--- src/rtl/rsub_divider_pkg.sv ---
package rsub_divider_pkg;
  typedef enum logic [0:0] {
    ST_IDLE = 1'b0,
    ST_RUN  = 1'b1
  } div_state_e;
endpackage

--- src/rtl/rsub_operand_check.sv ---
module rsub_operand_check #(
  parameter int DATA_W = 8
) (
  input  logic [DATA_W-1:0] dividend_i,
  input  logic [DATA_W-1:0] divisor_i,
  output logic              ok_o
);
  localparam int SIGN_BIT = DATA_W - 1;

  logic a_ok, b_ok;

  always_comb begin
    a_ok = (dividend_i != '0) && !dividend_i[SIGN_BIT];
    b_ok = (divisor_i  != '0) && !divisor_i[SIGN_BIT];
    ok_o = a_ok && b_ok;
  end
endmodule

--- src/rtl/rsub_ctrl.sv ---
module rsub_ctrl
  import rsub_divider_pkg::*;
(
  input  logic clk,
  input  logic rst_n,
  input  logic start_i,
  input  logic ops_ok_i,
  input  logic borrow_i,
  output logic load_o,
  output logic step_o,
  output logic busy_o,
  output logic done_o,
  output logic err_o
);
  div_state_e state_q, state_n;
  logic       done_q, done_n;
  logic       err_q, err_n;
  logic       accept;

  always_comb begin
    accept  = (state_q == ST_IDLE) && start_i;
    state_n = state_q;
    done_n  = 1'b0;
    err_n   = err_q;
    case (state_q)
      ST_IDLE: begin
        if (accept) begin
          err_n = !ops_ok_i;
          if (ops_ok_i) state_n = ST_RUN;
          else          done_n  = 1'b1;
        end
      end
      ST_RUN: begin
        if (borrow_i) begin
          state_n = ST_IDLE;
          done_n  = 1'b1;
        end
      end
      default: state_n = ST_IDLE;
    endcase
  end

  always_ff @(posedge clk or negedge rst_n) begin
    if (!rst_n) begin
      state_q <= ST_IDLE;
      done_q  <= 1'b0;
      err_q   <= 1'b0;
    end else begin
      state_q <= state_n;
      done_q  <= done_n;
      err_q   <= err_n;
    end
  end

  assign load_o = accept;
  assign step_o = (state_q == ST_RUN) && !borrow_i;
  assign busy_o = (state_q == ST_RUN);
  assign done_o = done_q;
  assign err_o  = err_q;

  // the completion pulse lasts one cycle unless a new request restarts
  a_r7_done_single: assert property (@(posedge clk) disable iff (!rst_n)
    (done_q && !start_i) |=> !done_q);

  // running and completing are mutually exclusive
  a_r10_busy_done_excl: assert property (@(posedge clk) disable iff (!rst_n)
    !(busy_o && done_q));

  // a request during a run cannot touch the error flag
  a_r8_err_frozen_in_run: assert property (@(posedge clk) disable iff (!rst_n)
    (state_q == ST_RUN) |=> $stable(err_q));
endmodule

--- src/rtl/rsub_datapath.sv ---
module rsub_datapath #(
  parameter int DATA_W = 8
) (
  input  logic              clk,
  input  logic              rst_n,
  input  logic              load_i,
  input  logic              step_i,
  input  logic [DATA_W-1:0] dividend_i,
  input  logic [DATA_W-1:0] divisor_i,
  output logic              borrow_o,
  output logic [DATA_W-1:0] quot_o,
  output logic [DATA_W-1:0] rem_o
);
  localparam int DIFF_W = DATA_W + 1;
  localparam logic [DATA_W-1:0] ONE = {{(DATA_W-1){1'b0}}, 1'b1};

  logic [DATA_W-1:0] rem_q, rem_n;
  logic [DATA_W-1:0] quot_q, quot_n;
  logic [DATA_W-1:0] div_q, div_n;
  logic [DIFF_W-1:0] diff;

  always_comb begin
    diff   = {1'b0, rem_q} - {1'b0, div_q};
    rem_n  = rem_q;
    quot_n = quot_q;
    div_n  = div_q;
    if (load_i) begin
      rem_n  = dividend_i;
      quot_n = '0;
      div_n  = divisor_i;
    end else if (step_i) begin
      rem_n  = diff[DATA_W-1:0];
      quot_n = quot_q + ONE;
    end
  end

  always_ff @(posedge clk or negedge rst_n) begin
    if (!rst_n) begin
      rem_q  <= '0;
      quot_q <= '0;
      div_q  <= '0;
    end else if (load_i || step_i) begin
      rem_q  <= rem_n;
      quot_q <= quot_n;
      div_q  <= div_n;
    end
  end

  assign borrow_o = diff[DATA_W];
  assign quot_o   = quot_q;
  assign rem_o    = rem_q;

  // every successful compare adds exactly one to the quotient
  a_r3_quot_step: assert property (@(posedge clk) disable iff (!rst_n)
    (step_i && !load_i) |=> (quot_q == $past(quot_q) + ONE));

  // a successful subtraction strictly lowers the working value
  a_r2_rem_shrinks: assert property (@(posedge clk) disable iff (!rst_n)
    (step_i && !load_i) |=> (rem_q < $past(rem_q)));

  // results hold when neither loading nor stepping
  a_r9_hold: assert property (@(posedge clk) disable iff (!rst_n)
    (!load_i && !step_i) |=> ($stable(rem_q) && $stable(quot_q)));
endmodule

--- src/rtl/rsub_divider.sv ---
module rsub_divider #(
  parameter int DATA_W = 8
) (
  input  logic              clk,
  input  logic              rst_n,
  input  logic              start_i,
  input  logic [DATA_W-1:0] dividend_i,
  input  logic [DATA_W-1:0] divisor_i,
  output logic              busy_o,
  output logic              done_o,
  output logic              err_o,
  output logic [DATA_W-1:0] quot_o,
  output logic [DATA_W-1:0] rem_o
);
  logic ops_ok, load, step, borrow;

  rsub_operand_check #(.DATA_W(DATA_W)) u_check (
    .dividend_i (dividend_i),
    .divisor_i  (divisor_i),
    .ok_o       (ops_ok)
  );

  rsub_ctrl u_ctrl (
    .clk      (clk),
    .rst_n    (rst_n),
    .start_i  (start_i),
    .ops_ok_i (ops_ok),
    .borrow_i (borrow),
    .load_o   (load),
    .step_o   (step),
    .busy_o   (busy_o),
    .done_o   (done_o),
    .err_o    (err_o)
  );

  rsub_datapath #(.DATA_W(DATA_W)) u_dp (
    .clk        (clk),
    .rst_n      (rst_n),
    .load_i     (load),
    .step_i     (step),
    .dividend_i (dividend_i),
    .divisor_i  (divisor_i),
    .borrow_o   (borrow),
    .quot_o     (quot_o),
    .rem_o      (rem_o)
  );

  // an error completion carries a zero quotient
  a_r5_err_zero_quot: assert property (@(posedge clk) disable iff (!rst_n)
    (done_o && err_o) |-> (quot_o == '0));

  // a valid completion leaves a remainder below the divisor
  a_r2_rem_below_div: assert property (@(posedge clk) disable iff (!rst_n)
    (done_o && !err_o) |-> (rem_o < u_dp.div_q));
endmodule

--- config.mk ---
export PLATFORM = sky130hd
export DESIGN_NAME = rsub_divider
export DESIGN_NICKNAME = d
export VERILOG_FILES = /design/src/rtl/rsub_divider_pkg.sv /design/src/rtl/rsub_operand_check.sv /design/src/rtl/rsub_ctrl.sv /design/src/rtl/rsub_datapath.sv /design/src/rtl/rsub_divider.sv
export SDC_FILE = /design/constraint.sdc
export NUM_CORES = 1
export LEC_CHECK = 0
export ABC_CLOCK_PERIOD_IN_PS = 7400
export CORE_MARGIN = 5
export CORE_UTILIZATION = 40
export CTS_CLUSTER_DIAMETER = 60
export DETAILED_ROUTE_END_ITERATION = 7
export DONT_BUFFER_PORTS = 1
export HOLD_SLACK_MARGIN = 0.06
export PLACE_DENSITY_LB_ADDON = 0.08
export RECOVER_POWER = 50
export SYNTH_ARGS = -nofsm -noshare
export SYNTH_HDL_FRONTEND = slang
export SYNTH_HIERARCHICAL = 1
export SYNTH_SLANG_ARGS = --single-unit
--- constraint.sdc ---
create_clock -name clk -period 7.4 [get_ports clk]
set_input_delay 1.48 -clock clk [delete_from_list [all_inputs] [get_ports clk]]
set_output_delay 1.48 -clock clk [all_outputs]
set_load 0.005 [all_outputs]
==> Word level (Yosys, flattened, before mapping) <==
Index checks and enable logic that the tools add are counted.
{ "classes": {"n_mux": 12, "bitwise": 1, "n_reduce_logical": 16, "add_sub_neg": 2} }
{ "ops": {"columns": ["operator", "n"], "rows": [
  ["two-way mux 8 bit", 4],
  ["nonzero test 8 bit", 2],
  ["subtractor 8 x 8 -> 9 bit", 1],
  ["adder 8 x 1 -> 8 bit, second input constant", 1],
  ["two-way mux 1 bit", 6],
  ["AND reduction 2 bit", 3],
  ["logical AND 1 bit", 5],
  ["zero test 1 bit", 4],
  ["case mux 1 bit (2 select lines)", 2],
  ["nonzero test 2 bit", 1],
  ["logical OR 1 bit", 1],
  ["inverter 1 bit", 1]
]} }
{ "totals": {"output_inout_bits": 19, "in_bits": 19, "regBits": 27, "elab_cells": 37} }

==> Longest topological paths before layout <==
Gate-level depths: netlist of run 1.
{ "logic_depth": {"depth_word": 6, "mapped_depth": 14, "mapped_depth_nobuf": 14} }

==> By module <==
Netlist of run 1, hierarchy kept.
{ "modules_own_cells": {"columns": ["mod", "cells_each", "seq_area_each_um2", "instances", "area_per_inst_um2"], "rows": [
  ["rsub_datapath", 144, 600.6, 1, 1371.3],
  ["rsub_ctrl", 11, 75.1, 1, 128.9],
  ["rsub_operand_check", 5, 0.0, 1, 33.8]
]} }

==> Least setup slack after synthesis of run 1 <==
OpenSTA, ideal clock, no wires.
{ "synth_timing": {"path_kind": "reg-to-reg", "start": "reg u_dp.rem_q[0] (netlist: u_dp/rem_o[0])", "end": "reg u_dp.rem_q[7] (netlist: u_dp/rem_o[7])", "period_less_slack_ns": 2.691, "t_required_ns": 7.274, "slack_ns": 4.709, "stages_incl_launch_ff": 13, "arrival_ns": 2.565, "n_path_buf": 1, "setup_time_ns": 0.126, "path_cell_list": "dfrtp_1 -> inv_1 -> ha_1 -> fa_1 -> nor2b_1 -> o31a_1 -> o21ai_0 -> nand2_1 -> a31oi_1 -> nor2b_1 -> buf_1 -> nor2_1 -> a221o_1"} }
{ "synth_via": {"elab_chain_len": 5, "word_cells_on_any_way": 8, "classes_between": "add/sub (1); mux (2); reduce/logical (5)"} }
{ "synth_rtl": {"columns": ["element", "line_no", "text"], "rows": [
  ["start, declared", "rsub_datapath.sv:17", "logic [DATA_W-1:0] rem_q, rem_n;"],
  ["start signal, assigned", "rsub_datapath.sv:43", "rem_q <= rem_n;"],
  ["subtractor 8 x 8 -> 9 bit (*)", "rsub_datapath.sv:23", "diff = {1'b0, rem_q} - {1'b0, div_q};"],
  ["net borrow", "rsub_divider.sv:15", "logic ops_ok, load, step, borrow;"],
  ["zero test 1 bit (*)", "rsub_ctrl.sv:56", "assign step_o = (state_q == ST_RUN) && !borrow_i;"],
  ["logical AND 1 bit (*)", "rsub_ctrl.sv:56", null],
  ["net step", "rsub_divider.sv:15", null],
  ["nonzero test 2 bit (no line) or logical OR 1 bit (tied branches)", null, null],
  ["AND reduction 2 bit (no line) (*)", null, null]
]} }
The timed path passes the listed nets; every way through them passes the cells marked *. The select of a mux whose other input is x is not followed.
A chain may end at the register's enable or synchronous reset.

==> Worst setup path after layout of run 1 <==
{ "layout_timing": {"start": "reg u_dp.rem_q[0] (netlist: u_dp/rem_o[0])", "end": "reg u_dp.rem_q[5] (netlist: u_dp/rem_o[5])"} }
Same word-level chain as after synthesis.

==> impl_metrics.csv, run 1 <==
group,metric,value,unit
route,wl,3.40,mm
power,power-per-cell-area,368,nW/µm²
place,place_inst,204,
cts,ctsLongestPathBuffers,2,
synth,share_of_synthesized_area_occupied_by_flip_flops_and_latches,44.0,%
route,detail-route-antenna-nets,0,
sta,report.final.hold_viol_count,0,
global_route,vias_in_the_first_global_route,1104,
cts,num_clock_sinks,27,
floorplanning,number_of_rows_in_the_core_area,22,
cts,cts_tree,"done",
worst_setup_path,worst_setup_path_end_kind,"flip-flop",
worst_setup_path,critPathMaxFanout,13,
power,p_seq_share,38.2,%
cts,post_cts_repair_resize_count,0,
floorplanning,start_util,41.6,%
power,combPwrFrac,47.6,%
synth,syn_inst,160,
sta,layout_setup_ws,4.39,ns
route,viasPerCell,5.37,
worst_setup_path,worstSetupPathType,"reg2reg",
synth,synth_top_area_share,44.0,%
route,routed_vias,1117,
cts,post_cts_buffers,0,
sta,rsz_0062_raised_after_global_routing,"no",
power,cellLeakagePower,0.742,nW
worst_setup_path,crit_path_start_kind,"flip-flop",
place,post-place-ws,4.44,ns
floorplanning,die_width,71.9,µm
synth,ys.flop_type,"sky130_fd_sc_hd__dfrtp_1",
final_layout,sequential_standard_cell_area,676,µm²
synth,synth_most_common_cell,"sky130_fd_sc_hd__dfrtp_1",
route,drtPass1Iterations,4,
sta,slew_headroom,25.3,%
power,switching_share,40.4,%
place,gp_congestion,0.809,
route,wl_per_cell,16.4,µm
power,cellInternalPower,0.000356,W
global_route,grt_max_degree,43,
sta,timing.final.setup_violations,0,
min_path,min-delay-path-class,"reg2reg",
cts,clk-insertion-delay-late,0.27,ns
route,drtIter0Drc,79,
sta,finalWorstPathRequiredPeriod,3.01,ns
synth,edff_count_synth,0,
synth,netlist_area,1530,µm²
final_layout,layout-drive-gt1-share,6.88,%
synth,post_synth_most_frequent_cells,"sky130_fd_sc_hd__dfrtp_1, sky130_fd_sc_hd__nand2_1, sky130_fd_sc_hd__o21ai_0",
synth,yosys.cell_types.count,36,
global_route,globalRouteTotalUtil,14.0,%
final_layout,area_growth,5.87,%
sta,fin_tns_setup,0,ns
global_route,antenna_violations_before_repair,0,
cts,hold_buffers,0,
final_layout,post_layout_nets,190,
sta,timing_worst_slew_pin_value,1.12,ns
power,power.total,0.000597,W
sta,clock.fmax,0.333,GHz
synth,synth_fp_nets,189,
place,hpwlAfterDp,2.64,mm
cts,cts_max_level,1,
synth,synth.area.top_cells,"sky130_fd_sc_hd__dfrtp_1, sky130_fd_sc_hd__ha_1, sky130_fd_sc_hd__o21ai_0",
cts,clk_root_buf,"sky130_fd_sc_hd__clkbuf_8",
worst_setup_path,worst-endpoint-arrival,3.21,ns
final_layout,antenna_cells_inserted,0,
final_layout,multi_input_comb_area,776,µm²
sta,final_max_slew_viol_count,0,
global_route,grt_first_pass_wirelength,5.69,mm
final_layout,layoutNonFillerInstCount,208,
synth,syn_area_per_cell,9.59,µm²
synth,synth-async-reset-ratio,100,%
job,cap_viol_max_count,0,
route,drc,0,
status,status,"finished clean",
power,power.net_switching,0.000241,W
worst_setup_path,data_required_time_of_the_worst_path,7.61,ns
floorplanning,placeableCoreArea,3690,µm²
final_layout,fillCellCount,391,
power,p_clk_share,14.2,%
sta,skew,0.00336,ns
cts,cts_inserted_buffers,3,
cts,worst_setup_hold_path_clk_slew,0.10,ns
sta,final.period_utilization,40.6,%
power,max-vdd-ir-drop,0.137,mV
floorplanning,dieArea,5170,µm²
floorplanning,io_pins,38,
synth,yosysTopAreaCell,"sky130_fd_sc_hd__dfrtp_1",
synth,synthesis.yosys.warnings,6,
sta,fin_hold_ws,0.544,ns
synth,postSynthRegisterBits,27,
global_route,grt.overflow.total,0,
floorplanning,chipHeight,71.9,µm
place,count_of_input_and_output_buffers,0,
==> cell type report <==
| type | count | area share [%] |
|---|---|---|
| clock buffer | 3 | 2.54 |
| clock inverter | 1 | 0.462 |
| inverter | 15 | 3.47 |
| multi-input combinational | 113 | 47.8 |
| sequential | 27 | 41.6 |
| tap | 48 | 3.70 |
| timing repair buffer | 1 | 0.462 |
==> metrics by stage <==
step / cell area [µm²] / utilization (%)
after floorplan: 1530 / -
after global placement: 1580 / 42.9
after detailed placement: 1580 / 42.9
after CTS: 1630 / 44.2
after global routing: 1620 / 44.0
final: 1620 / 44.0
==> metal layers <==
| layer | global-route usage, % | vias up | part of all wire [%] |
|---|---|---|---|
| met2 | 20.3 | 30 | 43 |
| li1 | - | 555 | - |
| met1 | 19.7 | 530 | 48 |
| met5 | 0 | - | 0 |
| met4 | 3.13 | 0 | 0.71 |
| met3 | 5.54 | 2 | 8.6 |
==> worst paths after layout <==
check,start,endpoint,slack (ns),cells past startpoint
setup / recovery,u_dp/rem_o[0],u_dp/rem_o[5],4.39,14
hold / removal,u_dp/div_q[4],u_dp/div_q[4],0.54,2
setup reg to reg,u_dp/rem_o[0],u_dp/rem_o[5],4.39,14
hold reg to reg,u_dp/div_q[4],u_dp/div_q[4],0.54,2
max in group asynchronous,rst_n,u_dp/rem_o[3],6.43,0
min in group asynchronous,rst_n,u_dp/rem_o[7],0.89,0
==> power groups by stage <==
stage,Clock (W),Sequential [W],Combinational [W]
4_1_cts,0.0000906,0.000230,0.000286
6_report,0.0000848,0.000228,0.000284
5_1_grt,0.0000969,0.000237,0.000325
3_5_place_dp,0,0.000233,0.000284
2_1_floorplan,0,0.000221,0.000235
3_3_place_gp,0,0.000232,0.000281
==> cell families after synthesis <==
kind of cell / synth area share, %
xor gates and xnor gates: 3.43
AOI/OAI and AO/OA: 16.0
muxes: 5.46
DFF: 44.0
and+or+nand+nor: 17.5
buffers and inverters: 4.89
adders and majority gates: 8.65
==> sequential cells by signal, summed over array words and instances, names as in the netlist <==
name / flops
u_dp/div_q: 8
u_dp/rem_o: 8
u_ctrl/busy_o: 1
u_dp/quot_o: 8
u_ctrl/err_o: 1
u_ctrl/done_o: 1
==> cells in the final DEF (no fill, tap or decap), types with 2 or more instances in the layout <==
cell type,count
sky130_fd_sc_hd__inv_1,14
sky130_fd_sc_hd__a21oi_1,7
sky130_fd_sc_hd__xor2_1,4
sky130_fd_sc_hd__and3_1,2
sky130_fd_sc_hd__xnor2_1,2
sky130_fd_sc_hd__a22oi_1,2
sky130_fd_sc_hd__nand2_1,15
sky130_fd_sc_hd__ha_1,9
sky130_fd_sc_hd__mux2i_1,5
sky130_fd_sc_hd__nor2b_1,4
sky130_fd_sc_hd__o31a_1,2
sky130_fd_sc_hd__o21ai_0,15
sky130_fd_sc_hd__a21o_1,2
sky130_fd_sc_hd__clkbuf_8,3
sky130_fd_sc_hd__nand4_1,3
sky130_fd_sc_hd__nor2_1,12
sky130_fd_sc_hd__o21a_1,3
sky130_fd_sc_hd__mux2_2,3
sky130_fd_sc_hd__dfrtp_1,27
sky130_fd_sc_hd__or4_1,2
sky130_fd_sc_hd__or3_1,4
sky130_fd_sc_hd__o211ai_1,2
sky130_fd_sc_hd__nand3b_1,2
sky130_fd_sc_hd__nor4_1,3
==> worst max-delay path, stage by stage, from the launching register on <==
cell	delay, ns
sky130_fd_sc_hd__dfrtp_1	0.38
sky130_fd_sc_hd__inv_1	0.07
sky130_fd_sc_hd__ha_1	0.25
sky130_fd_sc_hd__fa_1	0.40
sky130_fd_sc_hd__nor2b_1	0.20
sky130_fd_sc_hd__o31a_1	0.16
sky130_fd_sc_hd__o21ai_0	0.10
sky130_fd_sc_hd__nand2_1	0.10
sky130_fd_sc_hd__a31oi_1	0.11
sky130_fd_sc_hd__nor2b_1	0.13
sky130_fd_sc_hd__buf_4	0.21
sky130_fd_sc_hd__inv_2	0.12
sky130_fd_sc_hd__or3_1	0.31
sky130_fd_sc_hd__or3_1	0.31
sky130_fd_sc_hd__nand3_1	0.08
Power figures use the tool's default switching activity.
==> inputs of run 2 (changes only) <==
--- a/config.mk
+++ b/config.mk
@@ -5,7 +5,7 @@
 export SDC_FILE = /design/constraint.sdc
 export NUM_CORES = 1
 export LEC_CHECK = 0
-export ABC_CLOCK_PERIOD_IN_PS = 7400
+export ABC_CLOCK_PERIOD_IN_PS = 3130
 export CORE_MARGIN = 5
 export CORE_UTILIZATION = 40
 export CTS_CLUSTER_DIAMETER = 60
==> constraint.sdc (replaced) <==
create_clock -name clk -period 3.13 [get_ports clk]
set_input_delay 0.626 -clock clk [delete_from_list [all_inputs] [get_ports clk]]
set_output_delay 0.626 -clock clk [all_outputs]
set_load 0.005 [all_outputs]
==> run 2 against run 1 <==
  * Final area rose by 1.8%
  * Clock skew grew 0.00082 ns
  * Clock power grew to 2.5 times the previous value
  * Sequential share of layout area fell by 0.72 points
==> impl_metrics.csv, run 2 (synthesis gave the netlist of run 1 again) <==
group,metric,value,unit
worst_setup_path,crit_path_start_kind,"flip-flop",
route,wl_per_cell,17.5,µm
final_layout,post_layout_nets,193,
route,drtPass1Iterations,4,
final_layout,layout-drive-gt1-share,9.82,%
cts,ctsLongestPathBuffers,2,
power,max-vdd-ir-drop,0.357,mV
final_layout,final_common_cell,"sky130_fd_sc_hd__dfrtp_1",
route,viasPerCell,5.46,
sta,layout_setup_ws,0.259,ns
global_route,grt_first_pass_wirelength,6.20,mm
sta,timing_worst_slew_pin_value,1.47,ns
route,detail-route-antenna-nets,0,
global_route,antenna_violations_before_repair,0,
global_route,vias_in_the_first_global_route,1208,
sta,finalWorstPathRequiredPeriod,2.87,ns
floorplanning,chipHeight,71.9,µm
job,cap_viol_max_count,0,
place,count_of_input_and_output_buffers,0,
min_path,min-delay-path-class,"in2reg",
cts,worst_setup_hold_path_clk_slew,0.10,ns
cts,cts_inserted_buffers,3,
power,cellLeakagePower,0.754,nW
floorplanning,io_pins,38,
worst_setup_path,worstSetupPathType,"reg2reg",
worst_setup_path,worst_setup_path_end_kind,"flip-flop",
route,routed_vias,1153,
place,hpwlAfterDp,2.76,mm
route,drtIter0Drc,91,
sta,slew_headroom,1.82,%
sta,report.final.hold_viol_count,0,
cts,clk-insertion-delay-late,0.28,ns
sta,clock.fmax,0.348,GHz
min_path,whs_path_depth,2,
sta,rsz_0062_raised_after_global_routing,"no",
place,post-place-ws,0.215,ns
final_layout,layout_common_cells,"sky130_fd_sc_hd__dfrtp_1, sky130_fd_sc_hd__nand2_1, sky130_fd_sc_hd__o21ai_0",
floorplanning,number_of_rows_in_the_core_area,22,
sta,timing.final.setup_violations,0,
cts,cts_tree,"done",
worst_setup_path,data_required_time_of_the_worst_path,3.35,ns
floorplanning,die_width,71.9,µm
cts,post_cts_buffers,0,
sta,fin_tns_setup,0,ns
place,gp_congestion,0.840,
power,power-per-cell-area,890,nW/µm²
route,drc,0,
global_route,globalRouteTotalUtil,15.3,%
worst_setup_path,timing.reg2reg.worst_path_depth,13,
global_route,grt.overflow.total,0,
route,wl,3.68,mm
worst_setup_path,worst-endpoint-arrival,3.09,ns
worst_setup_path,critPathMaxFanout,4,
final_layout,antenna_cells_inserted,0,
sta,final.period_utilization,91.7,%
floorplanning,placeableCoreArea,3690,µm²
cts,num_clock_sinks,27,
floorplanning,start_util,41.6,%
final_layout,fillCellCount,376,
cts,clk_root_buf,"sky130_fd_sc_hd__clkbuf_8",
sta,skew,0.00418,ns
global_route,grt_max_degree,43,
sta,final_max_slew_viol_count,0,
cts,cts_max_level,1,
floorplanning,dieArea,5170,µm²
status,status,"finished clean",
final_layout,area_growth,7.75,%
[run 2: changes by cell type in the layout (fill, tap and decap cells not counted), sizes merged]
cell,change
clkbuf,+1
buf,+2
[run 2: final timing paths]
| check | slack, ns | start | endpoint |
|---|---|---|---|
| setup / recovery | 0.26 | u_dp/rem_o[0] | u_dp/rem_o[5] |
| hold / removal | 0.46 | divisor_i[1] | u_dp/div_q[1] |
| setup reg to reg | 0.26 | u_dp/rem_o[0] | u_dp/rem_o[5] |
| hold reg to reg | 0.54 | u_dp/div_q[4] | u_dp/div_q[4] |
| max in group asynchronous | 1.60 | rst_n | u_dp/rem_o[0] |
| min in group asynchronous | 0.68 | rst_n | u_dp/div_q[7] |
[run 2: power breakdown]
group / internal [W] / leakage, nW / switching (W)
clock: 0.0000907 / 0.0217 / 0.000123
sequential: 0.000450 / 0.340 / 0.0000919
combinational: 0.000317 / 0.392 / 0.000398
total: 0.000858 / 0.754 / 0.000613
[run 2: through the flow]
step                cells  utilization [%]  hold WS (ns)  total power [W]  cell area (µm²)
detailed placement    206             43.3         0.331          0.00125             1600
CTS                   211             45.2         0.155          0.00148             1670
finish                211             44.8         0.463          0.00147             1650
floorplan             160                -         0.330          0.00108             1530
global placement      206             43.3         0.331          0.00125             1600
global route          211             44.8         0.461          0.00161             1650
[run 2: repair_timing]
item,4_1_cts,5_1_grt
gates resized for setup,0,1
endpoints found under the setup margin,0,6
hold endpoints to repair,27,0
hold buffers,1,0
[run 2: area by class of cell]
| type | count | area [µm²] | share of cell area [%] |
|---|---|---|---|
| sequential | 27 | 676 | 40.9 |
| timing repair buffer | 4 | 26.3 | 1.59 |
| clock inverter | 1 | 7.51 | 0.454 |
| tap | 48 | 60.1 | 3.63 |
| clock buffer | 3 | 41.3 | 2.50 |
| inverter | 15 | 56.3 | 3.41 |
| multi-input combinational | 113 | 786 | 47.5 |
[run 2: metal layers]
| layer | routed length [µm] | track usage (%) | up-vias |
|---|---|---|---|
| met5 | 0 | 0 | - |
| met4 | 28 | 3.76 | 0 |
| met3 | 248 | 4.85 | 4 |
| met2 | 1590 | 23.9 | 26 |
| met1 | 1810 | 20.7 | 556 |
| li1 | - | - | 567 |
[run 2: critical path, stage by stage (launching register included)]
cell and delay (ns):
sky130_fd_sc_hd__dfrtp_1 0.38, sky130_fd_sc_hd__inv_1 0.07, sky130_fd_sc_hd__ha_1 0.25, sky130_fd_sc_hd__fa_1 0.39, sky130_fd_sc_hd__nor2b_1 0.20, sky130_fd_sc_hd__o31a_1 0.17, sky130_fd_sc_hd__o21ai_0 0.12, sky130_fd_sc_hd__nand2_1 0.13
sky130_fd_sc_hd__a31oi_1 0.12, sky130_fd_sc_hd__nor2b_2 0.22, sky130_fd_sc_hd__inv_2 0.08, sky130_fd_sc_hd__or3_1 0.29, sky130_fd_sc_hd__or3_1 0.30, sky130_fd_sc_hd__nand3_1 0.08
==> inputs of run 3 (changes only) <==
--- a/config.mk
+++ b/config.mk
@@ -6,11 +6,14 @@
 export NUM_CORES = 1
 export LEC_CHECK = 0
 export ABC_CLOCK_PERIOD_IN_PS = 3130
+export CAP_MARGIN = 40
+export CORE_ASPECT_RATIO = 1.2
 export CORE_MARGIN = 5
 export CORE_UTILIZATION = 40
 export CTS_CLUSTER_DIAMETER = 60
 export DETAILED_ROUTE_END_ITERATION = 7
 export DONT_BUFFER_PORTS = 1
+export GPL_ROUTABILITY_DRIVEN = 0
 export HOLD_SLACK_MARGIN = 0.06
 export PLACE_DENSITY_LB_ADDON = 0.08
 export RECOVER_POWER = 50
==> run 3 against run 2 <==
  * Die area about the same
  * Core utilization increased by 0.34 points
  * Worst setup slack improved by 0.083 ns
  * Via count grew 1.8%
  * Clock skew is 0.0035 ns higher
  * Worst hold slack better by 0.014 ns
  * Clock-buffer cell count grew 1
  * Clock power decreased by 7%
  * Flip-flop and latch count unchanged
==> impl_metrics.csv, run 3 (synthesis gave the netlist of run 1 again) <==
group,metric,value,unit
power,cellLeakagePower,0.755,nW
final_layout,antenna_cells_inserted,0,
worst_setup_path,worst-endpoint-arrival,2.97,ns
sta,final_max_slew_viol_count,0,
cts,cts_max_level,1,
power,max-vdd-ir-drop,0.421,mV
global_route,vias_in_the_first_global_route,1227,
cts,clk_root_buf,"sky130_fd_sc_hd__clkbuf_8",
floorplanning,dieArea,5180,µm²
global_route,grt.overflow.total,0,
worst_setup_path,worstReg2RegStart,"u_dp/rem_o[0]",
global_route,globalRouteTotalUtil,14.6,%
floorplanning,start_util,41.9,%
global_route,gr-usage-met2,26.4,%
sta,report.final.hold_viol_count,0,
sta,timing.final.setup_violations,0,
worst_setup_path,worstSetupPathType,"reg2reg",
sta,fin_tns_setup,0,ns
sta,clock.fmax,0.359,GHz
cts,num_clock_sinks,27,
worst_setup_path,crit_path_start,"u_dp/rem_o[0]",
floorplanning,chipHeight,77.8,µm
sta,timing_worst_slew_pin_value,1.47,ns
final_layout,final_common_cell,"sky130_fd_sc_hd__dfrtp_1",
worst_setup_path,crit_chain,"inv_1 > ha_1 > fa_1 > nor2b_1 > o31a_1 > o21ai_0 > nand2_1 > a31oi_1 > nor2b_2 > nand4_1 > or3_1 > a21oi_1",
status,status,"finished clean",
floorplanning,die_width,66.5,µm
place,count_of_input_and_output_buffers,0,
cts,worst_setup_hold_path_clk_slew,0.10,ns
worst_setup_path,timing.critical_path.slowest_stage_cell,"sky130_fd_sc_hd__fa_1",
final_layout,post_layout_nets,193,
sta,skew,0.00765,ns
global_route,grtUsageMet3,4.62,%
global_route,grt_first_pass_wirelength,5.95,mm
final_layout,area_growth,7.83,%
worst_setup_path,worst_setup_path_end_kind,"flip-flop",
final_layout,layout-drive-gt1-share,9.20,%
global_route,grt_max_degree,43,
route,wl,3.55,mm
place,place_inst,210,
route,detail-route-antenna-nets,0,
worst_setup_path,worst_path_largest_cell_delay,0.39,ns
route,viasPerCell,5.46,
floorplanning,placeableCoreArea,3660,µm²
cts,cts_inserted_buffers,3,
floorplanning,number_of_rows_in_the_core_area,24,
route,drtPass1Iterations,4,
cts,ctsLongestPathBuffers,2,
sta,slew_headroom,2.05,%
job,cap_viol_max_count,0,
floorplanning,io_pins,38,
worst_setup_path,data_required_time_of_the_worst_path,3.32,ns
route,routed_vias,1174,
final_layout,layout_common_cells,"sky130_fd_sc_hd__dfrtp_1, sky130_fd_sc_hd__nand2_1, sky130_fd_sc_hd__o21ai_0",
sta,final.period_utilization,89.0,%
final_layout,layoutNonFillerInstCount,215,
global_route,antenna_violations_before_repair,0,
route,drtIter0Drc,71,
power,power-per-cell-area,866,nW/µm²
route,wl_per_cell,16.5,µm
sta,rsz_0062_raised_after_global_routing,"no",
min_path,min-delay-path-class,"in2reg",
route,drc,0,
worst_setup_path,critPathMaxFanout,4,
sta,finalWorstPathRequiredPeriod,2.79,ns
global_route,globalRoute.busiestLayer,"met2",
min_path,min-delay-start,"dividend_i[3]",
cts,cts_tree,"done",
worst_setup_path,crit_path_start_kind,"flip-flop",
global_route,groute.layer.met1.usage,16.5,%
cts,post_cts_buffers,0,
cts,clk-insertion-delay-late,0.27,ns
place,hpwlAfterDp,2.73,mm
==> run 3: changes by cell type in the layout (fill, tap and decap cells not counted) <==
cell                         change
sky130_fd_sc_hd__clkbuf_1        +1
sky130_fd_sc_hd__clkinvlp_4      -1
==> run 3: worst paths after layout <==
kind                                  end  slack, ns  cells past startpoint
setup / recovery           u_dp/quot_o[5]       0.34                     12
hold / removal              u_dp/rem_o[3]       0.48                      2
setup reg to reg           u_dp/quot_o[5]       0.34                     12
hold reg to reg             u_dp/div_q[4]       0.54                      2
max in group asynchronous   u_dp/div_q[5]       1.58                      1
min in group asynchronous   u_dp/rem_o[6]       0.68                      1
==> run 3: cell type report <==
type	count	area (µm²)
Clock buffer	4	45.0
Fill cell	378	2010
Inverter	15	56.3
Multi-Input combinational cell	113	786
Sequential cell	27	676
Tap cell	52	65.1
Timing Repair Buffer	4	26.3
==> run 3: stage by stage <==
| step | hold slack [ns] | instance area (µm²) | setup slack (ns) | power [W] | utilization, % |
|---|---|---|---|---|---|
| 2_1_floorplan | 0.330 | 1530 | 0.439 | 0.00108 | - |
| 3_3_place_gp | 0.331 | 1600 | 0.314 | 0.00122 | 43.8 |
| 3_5_place_dp | 0.331 | 1600 | 0.273 | 0.00123 | 43.8 |
| 4_1_cts | 0.161 | 1670 | 0.239 | 0.00144 | 45.5 |
| 5_1_grt | 0.470 | 1650 | 0.0365 | 0.00156 | 45.2 |
| 6_report | 0.477 | 1650 | 0.343 | 0.00143 | 45.2 |
==> run 3: worst max-delay path: cells and delay by family (launching register included) <==
kind,cells,cell delay [ns]
AO/OA/AOI/OAI,4,0.56
adder cells (fa/ha/maj),2,0.63
buffers and inverters,1,0.06
flip-flops,1,0.38
AND/OR/NAND/NOR,5,1.08
==> run 3: power by group <==
part           internal, W  switching (W)  leakage (nW)
combinational     0.000313       0.000380         0.392
sequential        0.000450      0.0000902         0.340
clock            0.0000911       0.000108        0.0228
total             0.000854       0.000579         0.755
==> run 3: timing repair <==
item                       CTS  global route
hold endpoints to repair    27             0
hold buffers                 1             0
setup endpoints to repair    0             5
gates resized for setup      0             1
==> run 3: routing by layer <==
| layer | share of wire, % | wire length (µm) | vias to the layer above |
|---|---|---|---|
| met1 | 40 | 1420 | 576 |
| met5 | 0 | 0 | - |
| met3 | 7.3 | 259 | 2 |
| met2 | 52 | 1860 | 30 |
| met4 | 0.42 | 15 | 0 |
| li1 | - | - | 566 |
